`config.mk`:
```
export PLATFORM = sky130hd
export DESIGN_NAME = mtr_resolver
export DESIGN_NICKNAME = d
export VERILOG_FILES = /design/src/rtl/mtr_pkg.sv /design/src/rtl/mtr_regfile.sv /design/src/rtl/mtr_fixed_decode.sv /design/src/rtl/mtr_var_match.sv /design/src/rtl/mtr_resolver.sv
export SDC_FILE = /design/constraint.sdc
export NUM_CORES = 1
export LEC_CHECK = 0
export BUFFER_PORTS_ARGS = -buffer_cell sky130_fd_sc_hd__buf_2
export CORE_MARGIN = 10
export CORE_UTILIZATION = 67
export DETAILED_ROUTE_END_ITERATION = 6
export GPL_TIMING_DRIVEN = 0
export PLACE_DENSITY = 0.95
export SYNTH_ARGS = -nofsm -noshare
export SYNTH_HDL_FRONTEND = slang
export SYNTH_SLANG_ARGS = --single-unit
```
`constraint.sdc`:
```
create_clock -name clk -period 4.9 [get_ports clk]
set_clock_uncertainty 0.2 [all_clocks]
set_input_delay 0.245 -clock clk [delete_from_list [all_inputs] [get_ports clk]]
set_output_delay 0.245 -clock clk [all_outputs]
set_load 0.01 [all_outputs]
```
`src/rtl/mtr_pkg.sv`:
```
package mtr_pkg;

    typedef logic [2:0] mtype_t;

    localparam mtype_t MT_UC = 3'd0;
    localparam mtype_t MT_WT = 3'd4;
    localparam mtype_t MT_WB = 3'd6;

    localparam int FIX_REGIONS = 11;
    localparam int FIX_FIELDS  = 8;
    localparam int PAGE_BITS   = 12;
    localparam int FIX_TOP_BIT = 20;

    localparam int IDX_CTRL = 0;
    localparam int IDX_CAP  = 1;
    localparam int IDX_FIX0 = 2;
    localparam int IDX_VAR0 = 32;

    localparam int CTRL_FE_BIT    = 10;
    localparam int CTRL_EN_BIT    = 11;
    localparam int CAP_FIX_BIT    = 8;
    localparam int MASK_VALID_BIT = 11;

endpackage

```
`src/rtl/mtr_regfile.sv`:
```
module mtr_regfile
    import mtr_pkg::*;
#(
    parameter int ADDR_W  = 36,
    parameter int NUM_VAR = 8,
    parameter int IDX_W   = 6
) (
    input  logic                                          clk,
    input  logic                                          rst_n,
    input  logic                                          wr_en,
    input  logic [IDX_W-1:0]                              wr_idx,
    input  logic [63:0]                                   wr_data,
    output logic                                          glob_en,
    output logic                                          fix_en,
    output logic                                          fix_cap,
    output mtype_t                                        def_type,
    output logic [7:0]                                    var_cnt,
    output logic [FIX_REGIONS-1:0][FIX_FIELDS-1:0][2:0]   fix_types,
    output logic [NUM_VAR-1:0][ADDR_W-PAGE_BITS-1:0]      base_pg,
    output logic [NUM_VAR-1:0][2:0]                       base_type,
    output logic [NUM_VAR-1:0][ADDR_W-PAGE_BITS-1:0]      mask_pg,
    output logic [NUM_VAR-1:0]                            mask_vld
);

    localparam int PG_W = ADDR_W - PAGE_BITS;

    typedef struct packed {
        mtype_t                                  def_type;
        logic                                    fix_en;
        logic                                    glob_en;
        logic [7:0]                              cnt;
        logic                                    fix_cap;
        logic [FIX_REGIONS-1:0][FIX_FIELDS-1:0][2:0] fix;
        logic [NUM_VAR-1:0][PG_W-1:0]            base_pg;
        logic [NUM_VAR-1:0][2:0]                 base_type;
        logic [NUM_VAR-1:0][PG_W-1:0]            mask_pg;
        logic [NUM_VAR-1:0]                      mask_vld;
    } regs_t;

    regs_t regs_d, regs_q;

    always_comb begin
        regs_d = regs_q;
        if (wr_en) begin
            if (int'(wr_idx) == IDX_CTRL) begin
                regs_d.def_type = wr_data[2:0];
                regs_d.fix_en   = wr_data[CTRL_FE_BIT];
                regs_d.glob_en  = wr_data[CTRL_EN_BIT];
            end
            if (int'(wr_idx) == IDX_CAP) begin
                regs_d.cnt     = wr_data[7:0];
                regs_d.fix_cap = wr_data[CAP_FIX_BIT];
            end
            for (int k = 0; k < FIX_REGIONS; k++) begin
                if (int'(wr_idx) == IDX_FIX0 + k) begin
                    for (int j = 0; j < FIX_FIELDS; j++) begin
                        regs_d.fix[k][j] = wr_data[8*j +: 3];
                    end
                end
            end
            for (int v = 0; v < NUM_VAR; v++) begin
                if (int'(wr_idx) == IDX_VAR0 + 2*v) begin
                    regs_d.base_pg[v]   = wr_data[ADDR_W-1:PAGE_BITS];
                    regs_d.base_type[v] = wr_data[2:0];
                end
                if (int'(wr_idx) == IDX_VAR0 + 2*v + 1) begin
                    regs_d.mask_pg[v]  = wr_data[ADDR_W-1:PAGE_BITS];
                    regs_d.mask_vld[v] = wr_data[MASK_VALID_BIT];
                end
            end
        end
    end

    always_ff @(posedge clk or negedge rst_n) begin
        if (!rst_n) begin
            regs_q <= '0;
        end else begin
            regs_q <= regs_d;
        end
    end

    assign glob_en   = regs_q.glob_en;
    assign fix_en    = regs_q.fix_en;
    assign fix_cap   = regs_q.fix_cap;
    assign def_type  = regs_q.def_type;
    assign var_cnt   = regs_q.cnt;
    assign fix_types = regs_q.fix;
    assign base_pg   = regs_q.base_pg;
    assign base_type = regs_q.base_type;
    assign mask_pg   = regs_q.mask_pg;
    assign mask_vld  = regs_q.mask_vld;

endmodule

```
`src/rtl/mtr_fixed_decode.sv`:
```
module mtr_fixed_decode
    import mtr_pkg::*;
#(
    parameter int ADDR_W = 36
) (
    input  logic [ADDR_W-1:0]                             addr,
    input  logic [FIX_REGIONS-1:0][FIX_FIELDS-1:0][2:0]   fix_types,
    output logic                                          hit,
    output mtype_t                                        ftype
);

    localparam int REG_W = $clog2(FIX_REGIONS);

    logic [REG_W-1:0] region;
    logic [2:0]       field;

    // Region 0 is 512 KiB, regions 1-2 are 128 KiB, regions 3-10 are 32 KiB.
    always_comb begin
        hit = (addr[ADDR_W-1:FIX_TOP_BIT] == '0);
        if (!addr[19]) begin
            region = '0;
            field  = addr[18:16];
        end else if (!addr[18]) begin
            region = REG_W'(1) + REG_W'(addr[17]);
            field  = addr[16:14];
        end else begin
            region = REG_W'(3) + REG_W'(addr[17:15]);
            field  = addr[14:12];
        end
        ftype = MT_UC;
        for (int k = 0; k < FIX_REGIONS; k++) begin
            if (int'(region) == k) begin
                ftype = fix_types[k][field];
            end
        end
    end

endmodule

```
`src/rtl/mtr_var_match.sv`:
```
module mtr_var_match
    import mtr_pkg::*;
#(
    parameter int ADDR_W  = 36,
    parameter int NUM_VAR = 8
) (
    input  logic [ADDR_W-PAGE_BITS-1:0]                  addr_pg,
    input  logic [7:0]                                   cnt,
    input  logic [NUM_VAR-1:0][ADDR_W-PAGE_BITS-1:0]     base_pg,
    input  logic [NUM_VAR-1:0][2:0]                      base_type,
    input  logic [NUM_VAR-1:0][ADDR_W-PAGE_BITS-1:0]     mask_pg,
    input  logic [NUM_VAR-1:0]                           mask_vld,
    output logic                                         any_hit,
    output logic                                         any_uc,
    output logic                                         any_wt,
    output mtype_t                                       last_type
);

    logic [NUM_VAR-1:0] hit_vec;

    for (genvar i = 0; i < NUM_VAR; i++) begin : g_rng
        assign hit_vec[i] = (cnt > 8'(i)) && mask_vld[i]
                          && (((addr_pg ^ base_pg[i]) & mask_pg[i]) == '0);
    end

    always_comb begin
        any_uc    = 1'b0;
        any_wt    = 1'b0;
        last_type = MT_WB;
        for (int i = 0; i < NUM_VAR; i++) begin
            if (hit_vec[i]) begin
                last_type = base_type[i];
                if (base_type[i] == MT_UC) any_uc = 1'b1;
                if (base_type[i] == MT_WT) any_wt = 1'b1;
            end
        end
        any_hit = |hit_vec;
    end

endmodule

```
`src/rtl/mtr_resolver.sv`:
```
module mtr_resolver
    import mtr_pkg::*;
#(
    parameter int ADDR_W  = 36,
    parameter int NUM_VAR = 8,
    parameter int IDX_W   = 6
) (
    input  logic              clk,
    input  logic              rst_n,
    input  logic              cfg_we,
    input  logic [IDX_W-1:0]  cfg_idx,
    input  logic [63:0]       cfg_wdata,
    input  logic [ADDR_W-1:0] lkp_addr,
    output logic [2:0]        lkp_type
);

    localparam int PG_W = ADDR_W - PAGE_BITS;

    logic                                        glob_en, fix_en, fix_cap;
    mtype_t                                      def_type;
    logic [7:0]                                  var_cnt;
    logic [FIX_REGIONS-1:0][FIX_FIELDS-1:0][2:0] fix_types;
    logic [NUM_VAR-1:0][PG_W-1:0]                base_pg, mask_pg;
    logic [NUM_VAR-1:0][2:0]                     base_type;
    logic [NUM_VAR-1:0]                          mask_vld;
    logic                                        fix_hit;
    mtype_t                                      fix_type;
    logic                                        var_hit, var_uc, var_wt;
    mtype_t                                      var_last;

    mtr_regfile #(.ADDR_W(ADDR_W), .NUM_VAR(NUM_VAR), .IDX_W(IDX_W)) u_regs (
        .clk       (clk),
        .rst_n     (rst_n),
        .wr_en     (cfg_we),
        .wr_idx    (cfg_idx),
        .wr_data   (cfg_wdata),
        .glob_en   (glob_en),
        .fix_en    (fix_en),
        .fix_cap   (fix_cap),
        .def_type  (def_type),
        .var_cnt   (var_cnt),
        .fix_types (fix_types),
        .base_pg   (base_pg),
        .base_type (base_type),
        .mask_pg   (mask_pg),
        .mask_vld  (mask_vld)
    );

    mtr_fixed_decode #(.ADDR_W(ADDR_W)) u_fix (
        .addr      (lkp_addr),
        .fix_types (fix_types),
        .hit       (fix_hit),
        .ftype     (fix_type)
    );

    mtr_var_match #(.ADDR_W(ADDR_W), .NUM_VAR(NUM_VAR)) u_var (
        .addr_pg   (lkp_addr[ADDR_W-1:PAGE_BITS]),
        .cnt       (var_cnt),
        .base_pg   (base_pg),
        .base_type (base_type),
        .mask_pg   (mask_pg),
        .mask_vld  (mask_vld),
        .any_hit   (var_hit),
        .any_uc    (var_uc),
        .any_wt    (var_wt),
        .last_type (var_last)
    );

    always_comb begin
        if (!glob_en) begin
            lkp_type = MT_UC;
        end else if (fix_cap && fix_en && fix_hit) begin
            lkp_type = fix_type;
        end else if (var_hit) begin
            if (var_uc)      lkp_type = MT_UC;
            else if (var_wt) lkp_type = MT_WT;
            else             lkp_type = var_last;
        end else begin
            lkp_type = def_type;
        end
    end

endmodule

```
==> flow_metrics.py, run 1 <==
metrics = {
    "setup_path": {
        "worst_r2r_path_depth": 1,
        "r2r_slack_ns": 3.79,
        "crit_start": "u_regs.base_pg[143]",
        "crit_type": "reg -> out",
        "critPathMaxFanout": 9,
        "crit_required_ns": 4.45,
        "arrival_ns": 4.41,
        "critPathCapture": "lkp_type[2]",
        "startpoint_type": "flip-flop",
        "cp-end-kind": "primary output",
        "r2r_end": "u_regs.var_cnt[2]",
        "rr_startpoint": "u_regs.var_cnt[2]",
    },
    "synth": {
        "ys.flop_type": "dfrtp_1",
        "yosys_warnings": 0,
        "synth_top_family_by_area": "multiplexers",
        "syn_area_per_cell_um2": 13.6,
        "netlist_instances": 2357,
        "synthSimpleGateAreaFrac_pct": 4.68,
        "synthTopCellsByCount": "dfrtp_1 (694), mux2_2 (689), xor2_1 (192)",
        "synthMostInstantiatedCell": "dfrtp_1",
        "synth_nets": 2467,
        "synthMuxAreaShare_pct": 28.2,
        "synth_seq_area_share_pct": 54.1,
        "synth-edff-count": 0,
        "synth.largest_area_cell": "dfrtp_1",
        "synthAdderAreaFrac_pct": 0.0390,
        "synth-compound-area-share_pct": 4.96,
        "yosysTopAreaCellShare_pct": 54.1,
        "mappedNetlistArea_um2": 32100,
        "netlist_top_cells_area": "dfrtp_1 (54%), mux2_2 (24%), xor2_1 (5.2%), mux4_2 (2.2%), a22oi_1 (2.1%)",
        "synth_seq_cells": 694,
        "ys_types": 68,
        "yosys.area_share.xor_xnor_pct": 5.24,
        "synthArstFlopShare_pct": 100,
    },
    "placed_design": {
        "dp_cells": 3035,
        "pre_cts_slack_ns": -0.0130,
        "globalplace.congestion": 0.983,
        "hpwl_um": 66400,
        "port_buffers": 57,
    },
    "cells_and_area": {
        "nNetsFinal": 2647,
        "drive_gt1_share_pct": 37.4,
        "layout.cells.non_filler": 3218,
        "syn_to_final_growth_pct": 12.7,
        "n_fill_cell": 2619,
        "final_util_pct": 76.1,
    },
    "detailed_routing": {
        "dr_total_vias": 23000,
        "vias_per_cell": 7.15,
        "wirelength_um": 106000,
        "wl_per_cell_um": 32.9,
        "ant_nets": 0,
        "drtPass1Iterations": 7,
        "drtIter0Drc": 3080,
        "drc": 2,
    },
    "clock_network": {
        "cts_buffers": 70,
        "cts_sinks": 694,
        "htree_levels": 3,
        "ctsRootBufferMaster": "clkbuf_16",
        "clk_latency_ns": 0.63,
        "postCtsSetupBuffers": 0,
        "tritoncts": "done",
        "path_clk_slew_ns": 0.06,
        "clockBufferDepth": 3,
    },
    "floorplanning": {
        "die_w_um": 239,
        "die_area_um2": 57100,
        "design.core.area_um2": 47500,
        "die_h_um": 239,
        "initial_utilization_pct": 67.5,
        "pin_count": 112,
        "num_rows": 80,
    },
    "timing": {
        "setup_viol": 0,
        "tightest_slew_ns": 1.30,
        "period_share_pct": 99.0,
        "rsz0062_at_grt": "false",
        "layout_setup_ws_ns": 0.0485,
        "fmax_mhz": 206,
        "hold_violations": 0,
        "relSlewSlack_pct": 13.3,
        "drv_slew": 0,
        "tns_ns": 0,
        "fin_crit_ns": 4.85,
    },
    "global_route": {
        "grt_pass1_vias": 24100,
        "grt_usage_pct": 37.0,
        "grt_max_degree": 136,
        "antenna_found_initial": 9,
        "grt_pass1_wl_um": 155000,
        "grt-ovfl-total": 0,
    },
    "power_and_ir_drop": {
        "swShare_pct": 27.8,
        "intPower_uw": 10800,
        "seqPwrFrac_pct": 47.1,
        "power_uw": 14900,
        "leakagePower_uw": 0.0172,
        "switching_power_uw": 4150,
        "powerDensity_nw_per_um2": 412,
        "pwr-share-clk_pct": 37.1,
        "irDropWorstVdd_v": 0.000300,
        "combPwrFrac_pct": 15.9,
    },
    "hold_path": {
        "holdCritPathClass": "in -> async",
    },
    "run": {
        "maxCapViolCount": 0,
    },
    "run_status": {
        "status": "complete, but fails checks",
        "violations": "DRC",
    },
}
[per-stage QoR]
step                cell area (µm²)  hold slack [ns]
finish                        36200          0.00546
global route                  36200           0.0135
CTS                           36100           0.0180
detailed placement            33300            0.107
global placement              33200            0.279
floorplan                     32100           -0.251
[cell usage in the layout, fill, tap and decap left out, types with 12 or more instances in the layout]
| cell | n |
|---|---|
| dfrtp_1 | 694 |
| mux2_2 | 689 |
| xor2_1 | 192 |
| clkbuf_1 | 133 |
| nand2_1 | 101 |
| a22oi_1 | 90 |
| buf_2 | 79 |
| clkbuf_16 | 74 |
| mux2i_1 | 59 |
| nor2_1 | 48 |
| dlygate4sd3_1 | 43 |
| nand4_1 | 31 |
| mux4_2 | 31 |
| nand3_1 | 27 |
| a21oi_1 | 24 |
| inv_1 | 20 |
| buf_6 | 18 |
| clkbuf_8 | 14 |
| diode_2 | 12 |
| o21ai_0 | 12 |
[power by group through the flow]
stage	registers, µW	logic [µW]	clock network [µW]
2_1_floorplan	6890	1480	0
3_3_place_gp	6980	2050	0
3_5_place_dp	7050	2170	0
4_1_cts	6980	2270	5480
5_1_grt	7070	2470	5720
6_report	7020	2360	5530
[area by class of cell]
type | instances | area, µm² | area share [%]
antenna | 12 | 30.0 | 0.0830
multi-input combinational | 1474 | 13900 | 38.4
clock buffer | 104 | 2100 | 5.82
clock inverter | 22 | 241 | 0.667
buffer | 169 | 821 | 2.27
timing repair buffer | 108 | 893 | 2.47
sequential | 694 | 17400 | 48.0
inverter | 20 | 75.1 | 0.207
tap | 615 | 769 | 2.13
[flip-flops by register name (all words and copies together), names as in the netlist]
name	flops
u_regs.base_type	24
u_regs.var_cnt	8
u_regs.glob_en	1
u_regs.fix_types	264
u_regs.mask_pg	192
u_regs.def_type	3
u_regs.mask_vld	8
u_regs.fix_en	1
u_regs.fix_cap	1
u_regs.base_pg	192
[kinds of logic after synthesis]
| group | Yosys count |
|---|---|
| compound gates | 217 |
| xor+xnor | 192 |
| fa+ha+maj | 1 |
| buf+inv | 189 |
| flops | 694 |
| mux | 779 |
| simple gates | 285 |
[how the worst min path moves through the flow]
| stage | startpoint | endpoint | slack (ns) | cells after the start |
|---|---|---|---|---|
| floorplan | rst_n | u_regs.base_pg[0] | -0.25 | 0 |
| global placement | cfg_wdata[3] | u_regs.var_cnt[3] | 0.28 | 2 |
| detailed placement | rst_n | u_regs.mask_pg[59] | 0.11 | 1 |
| CTS | cfg_wdata[25] | u_regs.mask_pg[13] | 0.02 | 2 |
| global route | cfg_wdata[33] | u_regs.base_pg[45] | 0.01 | 2 |
| finish | rst_n | u_regs.base_pg[55] | 0.005 | 2 |
[worst max-delay path: stages (launching register included)]
cell	delay, ns
dfrtp_1	0.40
xor2_1	0.16
a22oi_1	0.62
nand4_1	0.35
nor4_4	0.71
nor2_1	0.13
and3_4	0.23
or4_4	0.55
a31o_1	0.21
a31oi_1	0.22
buf_2	0.17
[layer usage]
metal  GRT usage [%]  vias to the layer above  routed length (µm)
met5               0                        -                  17
li1                -                     8910                   -
met1            42.2                    11600               35000
met3            10.8                      639               12300
met4            30.7                        2                9780
met2            57.3                     1858               48800
[repair_timing]
item	4_1_cts	5_1_grt
setup endpoints to repair	1	3
resized for setup	1	4
hold endpoints to repair	248	0
hold buffers	43	0
Note: power is estimated with default switching activity, not from simulation.
==> run 2: changes to the inputs <==
CORE_UTILIZATION = 40   (was 67)
PLACE_DENSITY = 0.67   (was 0.95)
==> flow_metrics.py, run 2 (synthesis results as in run 1) <==
metrics = {
    "run_status": {
        "status": "complete, but fails checks",
        "violations": "hold timing",
    },
    "power_and_ir_drop": {
        "irDropWorstVdd_v": 0.000280,
        "pwr-share-clk_pct": 38.0,
        "swShare_pct": 27.2,
        "seqPwrFrac_pct": 46.7,
        "powerDensity_nw_per_um2": 404,
        "power_uw": 14900,
        "switching_power_uw": 4050,
        "combPwrFrac_pct": 15.3,
        "intPower_uw": 10800,
        "leakagePower_uw": 0.0173,
    },
    "setup_path": {
        "r2r_slack_ns": 3.79,
        "critPathMaxFanout": 10,
        "cp-end-kind": "primary output",
        "crit_required_ns": 4.45,
        "arrival_ns": 4.40,
        "crit_type": "in -> out",
        "startpoint_type": "input pin",
    },
    "timing": {
        "drv_slew": 0,
        "relSlewSlack_pct": 5.81,
        "setup_viol": 0,
        "hold_violations": 4,
        "rsz0062_at_grt": "false",
        "worst_hold_slack_ns": -0.00507,
        "fin_crit_ns": 4.84,
        "fmax_mhz": 206,
        "tightest_slew_ns": 1.41,
        "period_share_pct": 98.9,
    },
    "global_route": {
        "grt.busiest_layer": "met2",
        "grt_usage_pct": 22.4,
        "grt-ovfl-total": 0,
        "grt_use_met2_pct": 36.2,
        "grt_pass1_vias": 22500,
        "grt_pass1_wl_um": 152000,
        "grt_max_degree": 134,
        "use_met1_pct": 29.2,
        "grt_use_met3_pct": 3.74,
        "antenna_found_initial": 4,
    },
    "detailed_routing": {
        "wirelength_um": 103000,
        "ant_nets": 0,
        "wl_per_cell_um": 28.4,
        "drtIter0Drc": 1838,
        "drtPass1Iterations": 7,
        "dr_total_vias": 21300,
        "drc": 0,
        "vias_per_cell": 5.86,
    },
    "placed_design": {
        "hpwl_um": 70500,
        "globalplace.congestion": 0.907,
        "port_buffers": 57,
    },
    "hold_path": {
        "holdCritPathClass": "in -> async",
    },
    "floorplanning": {
        "die_h_um": 303,
        "num_rows": 103,
        "initial_utilization_pct": 40.5,
        "die_area_um2": 92000,
        "design.core.area_um2": 79300,
        "die_w_um": 303,
        "pin_count": 112,
    },
    "clock_network": {
        "path_clk_slew_ns": 0.06,
        "ctsRootBufferMaster": "clkbuf_16",
        "clk_latency_ns": 0.64,
        "cts_sinks": 694,
        "tritoncts": "done",
        "clockBufferDepth": 3,
        "htree_levels": 3,
        "cts_buffers": 75,
    },
    "cells_and_area": {
        "drive_gt1_share_pct": 37.6,
        "final_cell_mix": "dfrtp_1 (694), mux2_2 (689), xor2_1 (192)",
        "largest_reg_flops": 264,
        "nNetsFinal": 2650,
        "syn_to_final_growth_pct": 14.6,
        "final_util_pct": 46.4,
        "n_antenna_cell": 0,
        "mostFrequentLayoutCell": "dfrtp_1",
    },
    "run": {
        "maxCapViolCount": 0,
    },
}
## run 2: power groups by stage
stage	combinational [µW]	clock (µW)	sequential (µW)
2_1_floorplan	1480	0	6890
3_3_place_gp	2120	0	6990
3_5_place_dp	2210	0	7040
4_1_cts	2250	5700	6940
5_1_grt	2430	5920	7030
6_report	2270	5650	6950
## run 2: worst max-delay path, cell delays in order
cell and delay, ns:
buf_4 0.30, buf_2 0.34, a21o_1 0.14, o21a_1 0.16, buf_2 0.36, buf_2 0.37
clkbuf_1 0.57, nor2_1 0.16, a22oi_1 0.31, a31oi_1 0.14, o311ai_0 0.80, a21oi_1 0.23
buf_2 0.22
## run 2: final timing paths
kind | startpoint | endpoint | depth (start not counted)
max in group asynchronous | rst_n | u_regs.fix_types[119] | 4
worst min register to register | u_regs.fix_types[214] | u_regs.fix_types[214] | 1
worst min-delay path | rst_n | u_regs.mask_pg[66] | 2
worst max-delay path | lkp_addr[18] | lkp_type[1] | 13
worst max register to register | u_regs.var_cnt[1] | u_regs.var_cnt[1] | 1
min in group clk | cfg_wdata[25] | u_regs.base_pg[37] | 2
## run 2: repair_timing
action / 4_1_cts / 5_1_grt
setup endpoints to repair: 1 / 3
gates resized for setup: 3 / 6
setup buffers: 0 / 0
endpoints found under the hold margin: 234 / 0
hold buffers: 43 / 0
## run 2: final cells by class
class,count,area (µm²)
clock inverter,19,223
fill,6975,42500
buffer,168,820
tap,1050,1310
sequential,694,17400
timing repair buffer,107,882
clock buffer,108,2210
multi-input combinational,1474,13900
inverter,20,75.1
## run 2: routing by layer
layer | up-vias | part of all wire [%]
met2 | 823 | 47
met5 | - | 0.020
li1 | 8876 | -
met3 | 259 | 6.5
met4 | 4 | 5.0
met1 | 11400 | 41
## run 2: per-stage QoR
stage	setup TNS [ns]	cells	setup WS [ns]	area, µm²
floorplan	0	2357	1.60	32100
global placement	-7220.89	3464	-10.48	33700
detailed placement	-0.157	3470	-0.157	33900
CTS	0	3639	0.00965	36700
global route	0	3640	0.0293	36800
finish	0	3640	0.0554	36800
